`config.mk`:
```
export PLATFORM = sky130hd
export DESIGN_NAME = mdio_cmd_master
export DESIGN_NICKNAME = d
export VERILOG_FILES = /design/src/rtl/mdio_cmd_pkg.sv /design/src/rtl/mdio_clk_gen.sv /design/src/rtl/mdio_frame_seq.sv /design/src/rtl/mdio_cmd_reg.sv /design/src/rtl/mdio_cmd_master.sv
export SDC_FILE = /design/constraint.sdc
export NUM_CORES = 1
export LEC_CHECK = 0
export ABC_AREA = 1
export ABC_CLOCK_PERIOD_IN_PS = 6100
export BUFFER_PORTS_ARGS = -buffer_cell sky130_fd_sc_hd__buf_2
export CAP_MARGIN = 20
export CORE_MARGIN = 10
export CORE_UTILIZATION = 51
export CTS_CLUSTER_SIZE = 10
export DETAILED_ROUTE_END_ITERATION = 12
export GPL_TIMING_DRIVEN = 0
export PLACE_DENSITY = 0.74
export REMOVE_ABC_BUFFERS = 1
export SLEW_MARGIN = 20
export SYNTH_ARGS = -nofsm -noshare
export SYNTH_HDL_FRONTEND = slang
export SYNTH_SLANG_ARGS = --single-unit
```
`constraint.sdc`:
```
create_clock -name clk -period 6.1 [get_ports clk]
set_input_delay 0 -clock clk [delete_from_list [all_inputs] [get_ports clk]]
set_output_delay 0 -clock clk [all_outputs]
set_load 0.01 [all_outputs]
```
`src/rtl/mdio_cmd_pkg.sv`:
```
package mdio_cmd_pkg;
  localparam int CMD_W      = 32;
  localparam int BUSY_POS   = 31;
  localparam int REGAD_HI   = 29;
  localparam int REGAD_LO   = 25;
  localparam int PHYAD_HI   = 24;
  localparam int PHYAD_LO   = 20;
  localparam int OPC_HI     = 19;
  localparam int OPC_LO     = 18;
  localparam int STC_HI     = 17;
  localparam int STC_LO     = 16;
  localparam int DATA_W     = 16;
  localparam int HDR_BITS   = 32;

  localparam logic [1:0] OPC_RD   = 2'b10;
  localparam logic [1:0] TA_DRIVE = 2'b10;

  typedef enum logic {
    SEQ_IDLE  = 1'b0,
    SEQ_SHIFT = 1'b1
  } seq_state_e;
endpackage

```
`src/rtl/mdio_clk_gen.sv`:
```
module mdio_clk_gen #(
  parameter int CLK_DIV = 4
) (
  input  logic clk,
  input  logic rst_n,
  input  logic run,
  output logic mdc,
  output logic rise_stb,
  output logic fall_stb
);
  localparam int CW = (CLK_DIV > 1) ? $clog2(CLK_DIV) : 1;

  logic [CW-1:0] cnt_q, cnt_d;
  logic          mdc_q, mdc_d;
  logic          term;

  assign term = (cnt_q == CW'(CLK_DIV - 1));

  always_comb begin
    cnt_d = cnt_q;
    mdc_d = mdc_q;
    if (!run) begin
      cnt_d = '0;
      mdc_d = 1'b0;
    end else if (term) begin
      cnt_d = '0;
      mdc_d = ~mdc_q;
    end else begin
      cnt_d = cnt_q + CW'(1);
    end
  end

  always_ff @(posedge clk or negedge rst_n) begin
    if (!rst_n) begin
      cnt_q <= '0;
      mdc_q <= 1'b0;
    end else begin
      cnt_q <= cnt_d;
      mdc_q <= mdc_d;
    end
  end

  assign mdc      = mdc_q;
  assign rise_stb = run && term && !mdc_q;
  assign fall_stb = run && term &&  mdc_q;
endmodule

```
`src/rtl/mdio_frame_seq.sv`:
```
module mdio_frame_seq
  import mdio_cmd_pkg::*;
#(
  parameter int PREAMBLE_LEN = 32
) (
  input  logic              clk,
  input  logic              rst_n,
  input  logic              start,
  input  logic [CMD_W-1:0]  cmd,
  input  logic              rise_stb,
  input  logic              fall_stb,
  input  logic              mdio_i,
  output logic              run,
  output logic              done,
  output logic [DATA_W-1:0] rd_word,
  output logic              mdio_o,
  output logic              mdio_oe
);
  localparam int NBITS      = PREAMBLE_LEN + HDR_BITS;
  localparam int IW         = $clog2(NBITS + 1);
  localparam int TA_START   = PREAMBLE_LEN + 14;
  localparam int DATA_START = PREAMBLE_LEN + 16;

  seq_state_e         st_q, st_d;
  logic [IW-1:0]      idx_q, idx_d;
  logic [NBITS-1:0]   sh_q, sh_d;
  logic               rd_q, rd_d;
  logic [DATA_W-1:0]  cap_q, cap_d;
  logic               last_bit;
  logic               start_rd;
  logic [NBITS-1:0]   frame_load;

  assign start_rd = (cmd[OPC_HI:OPC_LO] == OPC_RD);
  assign frame_load = {{PREAMBLE_LEN{1'b1}},
                       cmd[STC_HI:STC_LO],
                       cmd[OPC_HI:OPC_LO],
                       cmd[PHYAD_HI:PHYAD_LO],
                       cmd[REGAD_HI:REGAD_LO],
                       start_rd ? 2'b11 : TA_DRIVE,
                       start_rd ? {DATA_W{1'b1}} : cmd[DATA_W-1:0]};
  assign last_bit = (idx_q == IW'(NBITS - 1));

  always_comb begin
    st_d  = st_q;
    idx_d = idx_q;
    sh_d  = sh_q;
    rd_d  = rd_q;
    cap_d = cap_q;
    done  = 1'b0;
    case (st_q)
      SEQ_IDLE: begin
        if (start) begin
          st_d  = SEQ_SHIFT;
          idx_d = '0;
          sh_d  = frame_load;
          rd_d  = start_rd;
        end
      end
      default: begin
        if (rise_stb && rd_q && (idx_q >= IW'(DATA_START)))
          cap_d = {cap_q[DATA_W-2:0], mdio_i};
        if (fall_stb) begin
          if (last_bit) begin
            st_d = SEQ_IDLE;
            done = 1'b1;
          end else begin
            idx_d = idx_q + IW'(1);
            sh_d  = {sh_q[NBITS-2:0], 1'b0};
          end
        end
      end
    endcase
  end

  always_ff @(posedge clk or negedge rst_n) begin
    if (!rst_n) begin
      st_q  <= SEQ_IDLE;
      idx_q <= '0;
      sh_q  <= '0;
      rd_q  <= 1'b0;
      cap_q <= '0;
    end else begin
      st_q  <= st_d;
      idx_q <= idx_d;
      sh_q  <= sh_d;
      rd_q  <= rd_d;
      cap_q <= cap_d;
    end
  end

  assign run     = (st_q == SEQ_SHIFT);
  assign rd_word = cap_q;
  assign mdio_o  = run && sh_q[NBITS-1];
  assign mdio_oe = run && !(rd_q && (idx_q >= IW'(TA_START)));
endmodule

```
`src/rtl/mdio_cmd_reg.sv`:
```
module mdio_cmd_reg
  import mdio_cmd_pkg::*;
(
  input  logic              clk,
  input  logic              rst_n,
  input  logic              wr,
  input  logic [CMD_W-1:0]  wdata,
  input  logic              done,
  input  logic [DATA_W-1:0] rd_word,
  output logic [CMD_W-1:0]  word,
  output logic              start
);
  logic [CMD_W-1:0] word_q, word_d;
  logic             busy;
  logic             wr_en;
  logic             word_en;

  assign busy    = word_q[BUSY_POS];
  assign wr_en   = wr && !busy;
  assign word_en = wr_en || done;
  assign start   = wr_en && wdata[BUSY_POS];

  always_comb begin
    word_d = word_q;
    if (wr_en) begin
      word_d = wdata;
    end else if (done) begin
      word_d[BUSY_POS] = 1'b0;
      if (word_q[OPC_HI:OPC_LO] == OPC_RD)
        word_d[DATA_W-1:0] = rd_word;
    end
  end

  always_ff @(posedge clk or negedge rst_n) begin
    if (!rst_n)
      word_q <= '0;
    else if (word_en)
      word_q <= word_d;
  end

  assign word = word_q;
endmodule

```
`src/rtl/mdio_cmd_master.sv`:
```
module mdio_cmd_master
  import mdio_cmd_pkg::*;
#(
  parameter int CLK_DIV      = 4,
  parameter int PREAMBLE_LEN = 32
) (
  input  logic        clk,
  input  logic        rst_n,
  input  logic        reg_wr,
  input  logic [31:0] reg_wdata,
  output logic [31:0] reg_rdata,
  output logic        mdc,
  input  logic        mdio_i,
  output logic        mdio_o,
  output logic        mdio_oe
);
  logic [1:0]        rst_sync_q;
  logic              rst_int_n;
  logic              start;
  logic              run;
  logic              done;
  logic              rise_stb;
  logic              fall_stb;
  logic [DATA_W-1:0] rd_word;

  always_ff @(posedge clk or negedge rst_n) begin
    if (!rst_n)
      rst_sync_q <= 2'b00;
    else
      rst_sync_q <= {rst_sync_q[0], 1'b1};
  end
  assign rst_int_n = rst_sync_q[1];

  mdio_cmd_reg u_reg (
    .clk     (clk),
    .rst_n   (rst_int_n),
    .wr      (reg_wr),
    .wdata   (reg_wdata),
    .done    (done),
    .rd_word (rd_word),
    .word    (reg_rdata),
    .start   (start)
  );

  mdio_clk_gen #(
    .CLK_DIV (CLK_DIV)
  ) u_clk (
    .clk      (clk),
    .rst_n    (rst_int_n),
    .run      (run),
    .mdc      (mdc),
    .rise_stb (rise_stb),
    .fall_stb (fall_stb)
  );

  mdio_frame_seq #(
    .PREAMBLE_LEN (PREAMBLE_LEN)
  ) u_seq (
    .clk      (clk),
    .rst_n    (rst_int_n),
    .start    (start),
    .cmd      (reg_wdata),
    .rise_stb (rise_stb),
    .fall_stb (fall_stb),
    .mdio_i   (mdio_i),
    .run      (run),
    .done     (done),
    .rd_word  (rd_word),
    .mdio_o   (mdio_o),
    .mdio_oe  (mdio_oe)
  );
endmodule

```
# Word-level counts from Yosys, hierarchy flattened
# Index checks and enable logic that the tools add are counted.
# word_totals
reg_bits	126
latchBits	0
ramBits	0
mem_bits_ro	0
input_bits	36
out_inout_bits	35
elab_cells	73
mem_count	0
# classes
addsub	2
mul	0
div_mod_pow	0
order_cmp	2
eq_ne	7
n_shift	0
n_mux	26
n_bitwise	2
n_reduce_logical	23
# op_table
operator	count
$mux W64	4
$mux W16	4
$mux W7	4
$ge A7 B6 Y1 const B	2
$mux W1	12
$logic_and A1 B1 Y1	10
$reduce_and A2 Y1	4
$add A7 B1 Y7 const B	1
$eq A7 B6 Y1 const B	1
$eq A2 B2 Y1 const B	3
$reduce_and A3 Y1	2
$reduce_bool A2 Y1	3
$mux W2	2
$ne A2 B2 Y1 const B	2
$logic_not A1 Y1	3
$add A2 B1 Y2 const B	1
$ne A2 B1 Y1 const B	1
$not A1 Y1	2
$logic_or A1 B1 Y1	1

# Depth between registers and ports, before layout
# Gate-level depths: netlist of run 1.
# depth
depth_word	7
depth_mapped	10
ltp_nobuf	9

# Modules after synthesis
# Synthesis of run 1 repeated with hierarchy kept, for this count alone.
# hier_totals
cells_unflattened	804
area_unflattened_um2	6175.9
# modules_own_cells
module	instances	cells_per_inst	area_each_um2
mdio_frame_seq	1	592	4488.1
mdio_cmd_reg	1	193	1498.9
mdio_clk_gen	1	16	135.1
mdio_cmd_master	1	3	53.8

# Worst setup path after synthesis of run 1
# No wires, ideal clock.
# synth_path
path_kind	register -> register
startpoint	reg u_seq.idx_q[0]
endpoint	reg u_seq.idx_q[2]
setup_ns	0.117
arrival_ns	1.424
required_ns	5.983
slack_ns	4.559
path_stages_with_launch	11
n_path_buf	2
period_less_slack_ns	1.541
cell_sequence	dfrtp_1 -> ha_1 -> nand2_2 -> nor2_4 -> nand2_2 -> nand2_4 -> nand2_4 -> buf_6 -> buf_6 -> nand3_2 -> nand2_1
# synth_between
elab_chain_cells	4
word_cells_on_any_way	7
# synth_rtl
element	line_no	rtl
start: declaration	mdio_frame_seq.sv:25	logic [IW-1:0] idx_q, idx_d;
start signal: assignment	mdio_frame_seq.sv:84	idx_q <= idx_d;
$add A7 B1 Y7	mdio_frame_seq.sv:67	idx_d = idx_q + IW'(1);
$mux W7	mdio_frame_seq.sv:63	if (last_bit) begin
$mux W7	mdio_frame_seq.sv:62	if (fall_stb) begin
$mux W7	mdio_frame_seq.sv:50	case (st_q)
# Several ways; a longest one is shown, not always the timed one. The select of a mux whose other input is x is not followed.
# A chain may end at the register's enable or synchronous reset.

# Worst setup path after layout of run 1
# layout_path
startpoint	reg u_seq.st_q (netlist: u_seq.run)
endpoint	reg u_seq.sh_q[0]
# layout_between
elab_chain_cells	4
word_cells_on_any_way	7
# layout_rtl
element	line_no	rtl
start: declaration	mdio_frame_seq.sv:24	seq_state_e st_q, st_d;
start signal: assignment	mdio_frame_seq.sv:83	st_q <= st_d;
$logic_and A1 B1 Y1 (2 in a row)	mdio_clk_gen.sv:45	assign fall_stb = run && term && mdc_q;
$ne A2 B2 Y1 (no source line)	-	
$reduce_and A3 Y1 (no source line)	-	
end signal: assignment	mdio_frame_seq.sv:79	sh_q <= '0;
end signal: assignment	mdio_frame_seq.sv:85	sh_q <= sh_d;
end: declaration	mdio_frame_seq.sv:26	logic [NBITS-1:0] sh_q, sh_d;
# Several ways; a longest one is shown, not always the timed one.

==> summary.md, run 1 <==
| Metric | Value |
|---|---|
| GP Congestion | 0.789 |
| Hold_ws | 0.248 ns |
| Layout cell share with drive strength beyond 1 | 23.0% |
| Async set-reset flop share out of synthesis | 100% |
| Worst-Skew Late Latency | 0.42 ns |
| Routed wire per std cell | 14.2 µm |
| Setup TNS | 0 ns |
| Total grt overflow | 0 |
| First-pass GRT wire length | 24100 µm |
| Synth Area per Inst | 8.41 µm² |
| Hold WC Path Type | reg2async |
| Synth cell types | 32 |
| Cell family with most CP delay | simple AND/OR/NAND/NOR gates |
| Total track usage | 17.5% |
| Final Cycle Share | 55.2% |
| Largest area contributor in the synthesized netlist | dfrtp_1 |
| Die X | 130 µm |
| Endpoints failing setup | 0 |
| Post-CTS setup buffers | 0 |
| Placed Instances | 904 |
| Register-to-register setup slack | 2.73 ns |
| Commonest cells post-synth | nand2_1 (254), dfrtp_1 (126), nand3_1 (62) |
| Critical path buffers and inverters | 1 |
| Fin. Hold Viols | 0 |
| Initial Util | 51.6% |
| Port Buffer Count | 70 |
| Slew Viols, Final | 0 |
| CP Data Arrival Time | 3.66 ns |
| Initial antenna violation count | 0 |
| Post-DP HPWL | 8280 µm |
| Synth area leaders | dfrtp_1 (51%), nand2_1 (16%), nand3_1 (5.0%) |
| Wirelength, routed | 13800 µm |
| Critical-path maximum fanout | 71 |
| Synthesized flop and latch total | 126 |
| Core area | 11900 µm² |
| Site Rows | 40 |
| Max clock buf depth | 2 |
| WP data required | 6.40 ns |
| Cell Area, Synth | 6140 µm² |
| Cells along the critical path | inv_4 -> nand4_4 -> nand2_4 -> nand2_4 -> nand2_1 -> nand2_1 |
| Fin nets | 852 |
| # H-tree levels | 4 |
| Mapped Cells | 731 |
| Largest net degree at the start of global routing | 79 |
| CTS Buf Count | 17 |
| Vias in the first global route | 5118 |
| Num ports | 71 |
| Peak supply drop | 0.152 mV |
| Sequential share of the synthesized area | 51.3% |
| Critical path launch point type | flip-flop |
| Period minus WS final | 3.37 ns |
| Max-cap violations | 0 |
| Tot Pwr | 1950 µW |
| DR pass1 iterations | 5 |
| Area growth syn-to-layout | 21.7% |
| Critical path type | reg2reg |
| Vias per std cell | 5.20 |
| Status | complete, no violations |
| P_leak | 0.00414 µW |
| EDFF count, synth | 0 |
| Utilization after layout | 62.8% |
| Rel. slew slack | 38.9% |
| Unrepaired setup endpoints after global routing | no |
| DR vias | 5060 |
| Clock Skew | 0.0103 ns |
| Initial DRC count | 441 |
| Post-route ant nets | 0 |
| Die Y | 130 µm |
| CP max stage delay | 0.71 ns |
| Non-filler instance count after layout | 973 |
| CTS Root Cell | clkbuf_16 |
| Synth top area share | 51.3% |
| Slowest cell on the critical path | nand2_4 |
| Clk sinks | 126 |
| Yosys warnings | 0 |
| Pwr per Cell Area | 261 nW/µm² |
| DIE AREA | 16800 µm² |
| Top_reg_cell synth | dfrtp_1 |
| Worst slew pin tran | 0.916 ns |
| Clock transition at path regs | 0.06 ns |
| CP Capture Type | flip-flop |
| Max Freq | 297 MHz |
| # DRC | 0 |
| ANT cells | 0 |
| Count leader, synth | nand2_1 |
| CTS tree | built |
==> worst reg2reg max path, delay by kind of cell (launching register included) <==
kind / cells / cell delay [ns]
buf+inv: 1 / 0.57
flops: 1 / 0.70
simple gates: 5 / 1.97
==> layout by cell type (no fill, tap or decap), types with 2 or more instances in the layout <==
cell,synthesis,final
nand2_1,254,253
dfrtp_1,126,124
buf_2,7,70
nand3_1,62,61
inv_1,46,46
o21ai_0,43,43
dlygate4sd3_1,0,37
or2_2,33,33
nand3_2,30,31
nor2_1,28,28
clkbuf_16,0,17
a21oi_1,12,12
a31oi_1,9,9
o21ai_1,8,8
o211ai_1,7,7
nand2_2,4,4
nand2_4,3,4
clkinv_4,0,4
clkinv_2,1,4
clkinvlp_4,0,4
bufinv_16,0,4
nor2_4,3,3
ha_1,3,3
o21bai_1,2,2
inv_2,2,2
nand4_4,2,2
buf_16,0,2
==> what timing repair did <==
item | CTS | global route
hold endpoints to repair | 56 | 0
resized for setup | 0 | 0
hold buffers | 37 | 0
==> area by class of cell <==
cell class                      count  area (µm²)
Clock buffer                       17         425
Clock inverter                     15         196
Fill cell                         957        4430
Inverter                           50         195
Multi-Input combinational cell    509        2540
Sequential cell                   126        3160
Tap cell                          147         184
Timing Repair Buffer              109         776
==> stage by stage <==
step	setup WS, ns	cell area, µm²
global route	2.35	7480
global placement	0.957	6410
detailed placement	2.71	6480
CTS	2.70	7470
finish	2.73	7480
floorplan	2.33	5880
==> where the power goes <==
group	total, µW	switching (µW)	internal (µW)
sequential	841	3.78	837
clock	1060	375	681
combinational	56.0	27.7	28.3
total	1950	407	1550
==> worst paths after layout <==
path,end,from,cells after the start
setup / recovery,u_seq.sh_q[0],u_seq.run,6
hold / removal,u_reg.word[4],rst_sync_q[1],0
setup reg to reg,u_seq.sh_q[0],u_seq.run,6
hold reg to reg,u_reg.word[4],rst_sync_q[1],0
max in group asynchronous,u_seq.sh_q[57],rst_sync_q[1],1
min in group clk,rst_sync_q[1],rst_sync_q[0],0
==> flip-flops by register name, indices dropped and copies added (netlist names) <==
register       cells
u_seq.sh_q        64
u_seq.rd_q         1
u_clk.mdc          1
u_seq.rd_word     16
u_clk.cnt_q        2
u_seq.idx_q        7
u_seq.run          1
u_reg.word        32
rst_sync_q         2
==> kinds of logic after synthesis <==
logic type      after synthesis  synth area share, %
flops                       126                 51.3
mux                           1                0.183
compound gates               81                 7.15
simple gates                423                 33.2
fa+ha+maj                     3                0.611
other cells                   1               0.0610
buf+inv                      96                 7.47
==> metal layers <==
layer  vias up  wire (µm)  global-route usage [%]
met5         -          0                       0
met2       121       6810                    28.8
li1       2484          -                       -
met3        20        797                    4.91
met1      2435       6000                    22.0
met4         0        172                    5.36
No activity file was read; power rests on OpenSTA's default activity.
==> run 2: changes to the inputs <==
ABC_CLOCK_PERIOD_IN_PS = 2800   (was 6100)
PLACE_DENSITY = 0.77   (was 0.74)
clock period = 2.8 ns   (was 6.1 ns; I/O delays follow)
==> summary.md, run 2 (synthesis gave the netlist of run 1 again) <==
| Metric | Value |
|---|---|
| Hold WC Path Type | in2reg |
| CTS Buf Count | 17 |
| Most frequent cells in the layout | nand2_1 (253), dfrtp_1 (124), buf_2 (70), nand3_1 (61), inv_1 (46) |
| Slew Viols, Final | 0 |
| Fin nets | 853 |
| Final Cycle Share | 93.8% |
| # H-tree levels | 4 |
| Die Y | 130 µm |
| Biggest register | u_seq.sh_q |
| Pwr per Cell Area | 554 nW/µm² |
| Slowest cell on the critical path | dfrtp_2 |
| Critical path launch point type | flip-flop |
| Status | complete, no violations |
| Rel. slew slack | 51.8% |
| Post-DP HPWL | 8040 µm |
| Port Buffer Count | 70 |
| Max clock buf depth | 2 |
| Critical path type | reg2reg |
| Vias per std cell | 5.18 |
| Post-Place Cell Area | 6520 µm² |
| Fill cell count | 978 |
| Peak supply drop | 0.371 mV |
| CP max stage delay | 0.58 ns |
| Max Freq | 381 MHz |
| Commonest non-fill, non-tap cell in the layout | nand2_1 |
| Routed wire per std cell | 14.8 µm |
| Max-cap violations | 0 |
| Largest register FFs | 64 |
| RR Startpoint | u_seq.run |
| Initial DRC count | 414 |
| Hold path startpoint | reg_wdata[14] |
| DR vias | 5047 |
| Unrepaired setup endpoints after global routing | no |
| Critical-path maximum fanout | 70 |
| Layout cell share with drive strength beyond 1 | 23.2% |
| Die X | 130 µm |
| Vias in the first global route | 5079 |
| CP Data Arrival Time | 2.92 ns |
| Period minus WS final | 2.63 ns |
| Core area | 11900 µm² |
| Area growth syn-to-layout | 22.5% |
| Clock Skew | 0.00898 ns |
| Wirelength, routed | 14400 µm |
| Placed Instances | 905 |
| CTS tree | built |
| Hold_ws | 0.0110 ns |
| Initial antenna violation count | 1 |
| # DRC | 0 |
| Post-route design area | 7520 µm² |
| Post-CTS setup buffers | 0 |
| CTS Root Cell | clkbuf_16 |
| CP Capture Type | flip-flop |
| Non-filler instance count after layout | 975 |
| Clock transition at path regs | 0.06 ns |
| Worst slew pin tran | 0.724 ns |
| P_leak | 0.00416 µW |
| Total track usage | 17.8% |
| Initial Util | 51.6% |
| Crit path from | u_seq.run |
| Cells along the critical path | buf_16 -> inv_4 -> nor2_2 -> bufinv_8 -> nand2_8 -> nand2_1 -> nand2_1 |
| Worst-Skew Late Latency | 0.41 ns |
| First-pass GRT wire length | 24400 µm |
| GP Congestion | 0.794 |
| DR pass1 iterations | 5 |
| DIE AREA | 16800 µm² |
| Fin. Hold Viols | 0 |
| Tot Pwr | 4170 µW |
| Endpoints failing setup | 0 |
| Clk sinks | 126 |
| WP data required | 3.10 ns |
| Largest net degree at the start of global routing | 79 |
| Total grt overflow | 0 |
| Post-route ant nets | 0 |
| Num ports | 71 |
| Site Rows | 40 |
| Most frequent CP cell | nand2_1 |
[run 2: cell types whose count changed in the layout (fill, tap and decap cells not counted)]
cell / before / now
nand2_8: 0 / 3
dlygate4sd3_1: 37 / 35
buf_16: 2 / 3
bufinv_16: 4 / 3
bufinv_8: 0 / 1
clkbuf_1: 0 / 1
clkinv_2: 4 / 3
diode_2: 0 / 1
nand2_4: 4 / 3
[run 2: timing repair]
action	CTS	global route
endpoints found under the hold margin	51	0
endpoints found under the setup margin	71	71
gates cloned	2	0
hold buffers	35	0
gates resized for setup	2	2
pin swaps	2	0
[run 2: worst paths after layout]
check | slack, ns | to | cells after the start
worst max-delay path | 0.17 | u_seq.sh_q[42] | 7
worst min-delay path | 0.01 | u_reg.word[14] | 5
worst max register to register | 0.17 | u_seq.sh_q[42] | 7
worst min register to register | 0.18 | u_reg.word[21] | 0
max in group asynchronous | 1.77 | u_seq.rd_word[7] | 2
min in group asynchronous | 0.18 | u_reg.word[21] | 0
[run 2: layout make-up]
| type | instances | area [µm²] | share of cell area (%) |
|---|---|---|---|
| sequential | 126 | 3160 | 42.0 |
| multi-input combinational | 511 | 2590 | 34.5 |
| timing repair buffer | 108 | 783 | 10.4 |
| clock buffer | 18 | 429 | 5.70 |
| inverter | 50 | 204 | 2.71 |
| tap | 147 | 184 | 2.44 |
| clock inverter | 14 | 170 | 2.26 |
| antenna | 1 | 2.50 | 0.0333 |
[run 2: where the power goes]
| group | switching, µW | total, µW | internal, µW |
|---|---|---|---|
| registers | 4.87 | 1830 | 1820 |
| clock network | 822 | 2220 | 1400 |
| logic | 63.5 | 123 | 59.9 |
| total | 890 | 4170 | 3280 |
[run 2: metal layers]
metal / global-route usage (%) / up-vias / part of all wire, % / wire length [µm]
met5: 0 / - / 0 / 0
met4: 5.42 / 0 / 1.2 / 176
met3: 4.95 / 17 / 5.3 / 771
met2: 29.2 / 128 / 49 / 7120
met1: 22.5 / 2402 / 44 / 6360
li1: - / 2500 / - / -
[run 2: per-stage QoR]
step                setup slack [ns]  TNS, ns  util, %
floorplan                     -0.970  -149.01        -
CTS                           0.0217        0     63.0
global route                 0.00672        0     63.2
finish                         0.174        0     63.2
detailed placement            -0.518   -34.08     54.7
global placement               -2.42  -445.45     53.8
[run 2: worst max-delay path: cells and delay by family (launching register included)]
kind | cells | cell delay (ns)
buffers and inverters | 3 | 1.23
flip-flops | 1 | 0.58
AND/OR/NAND/NOR | 4 | 0.62
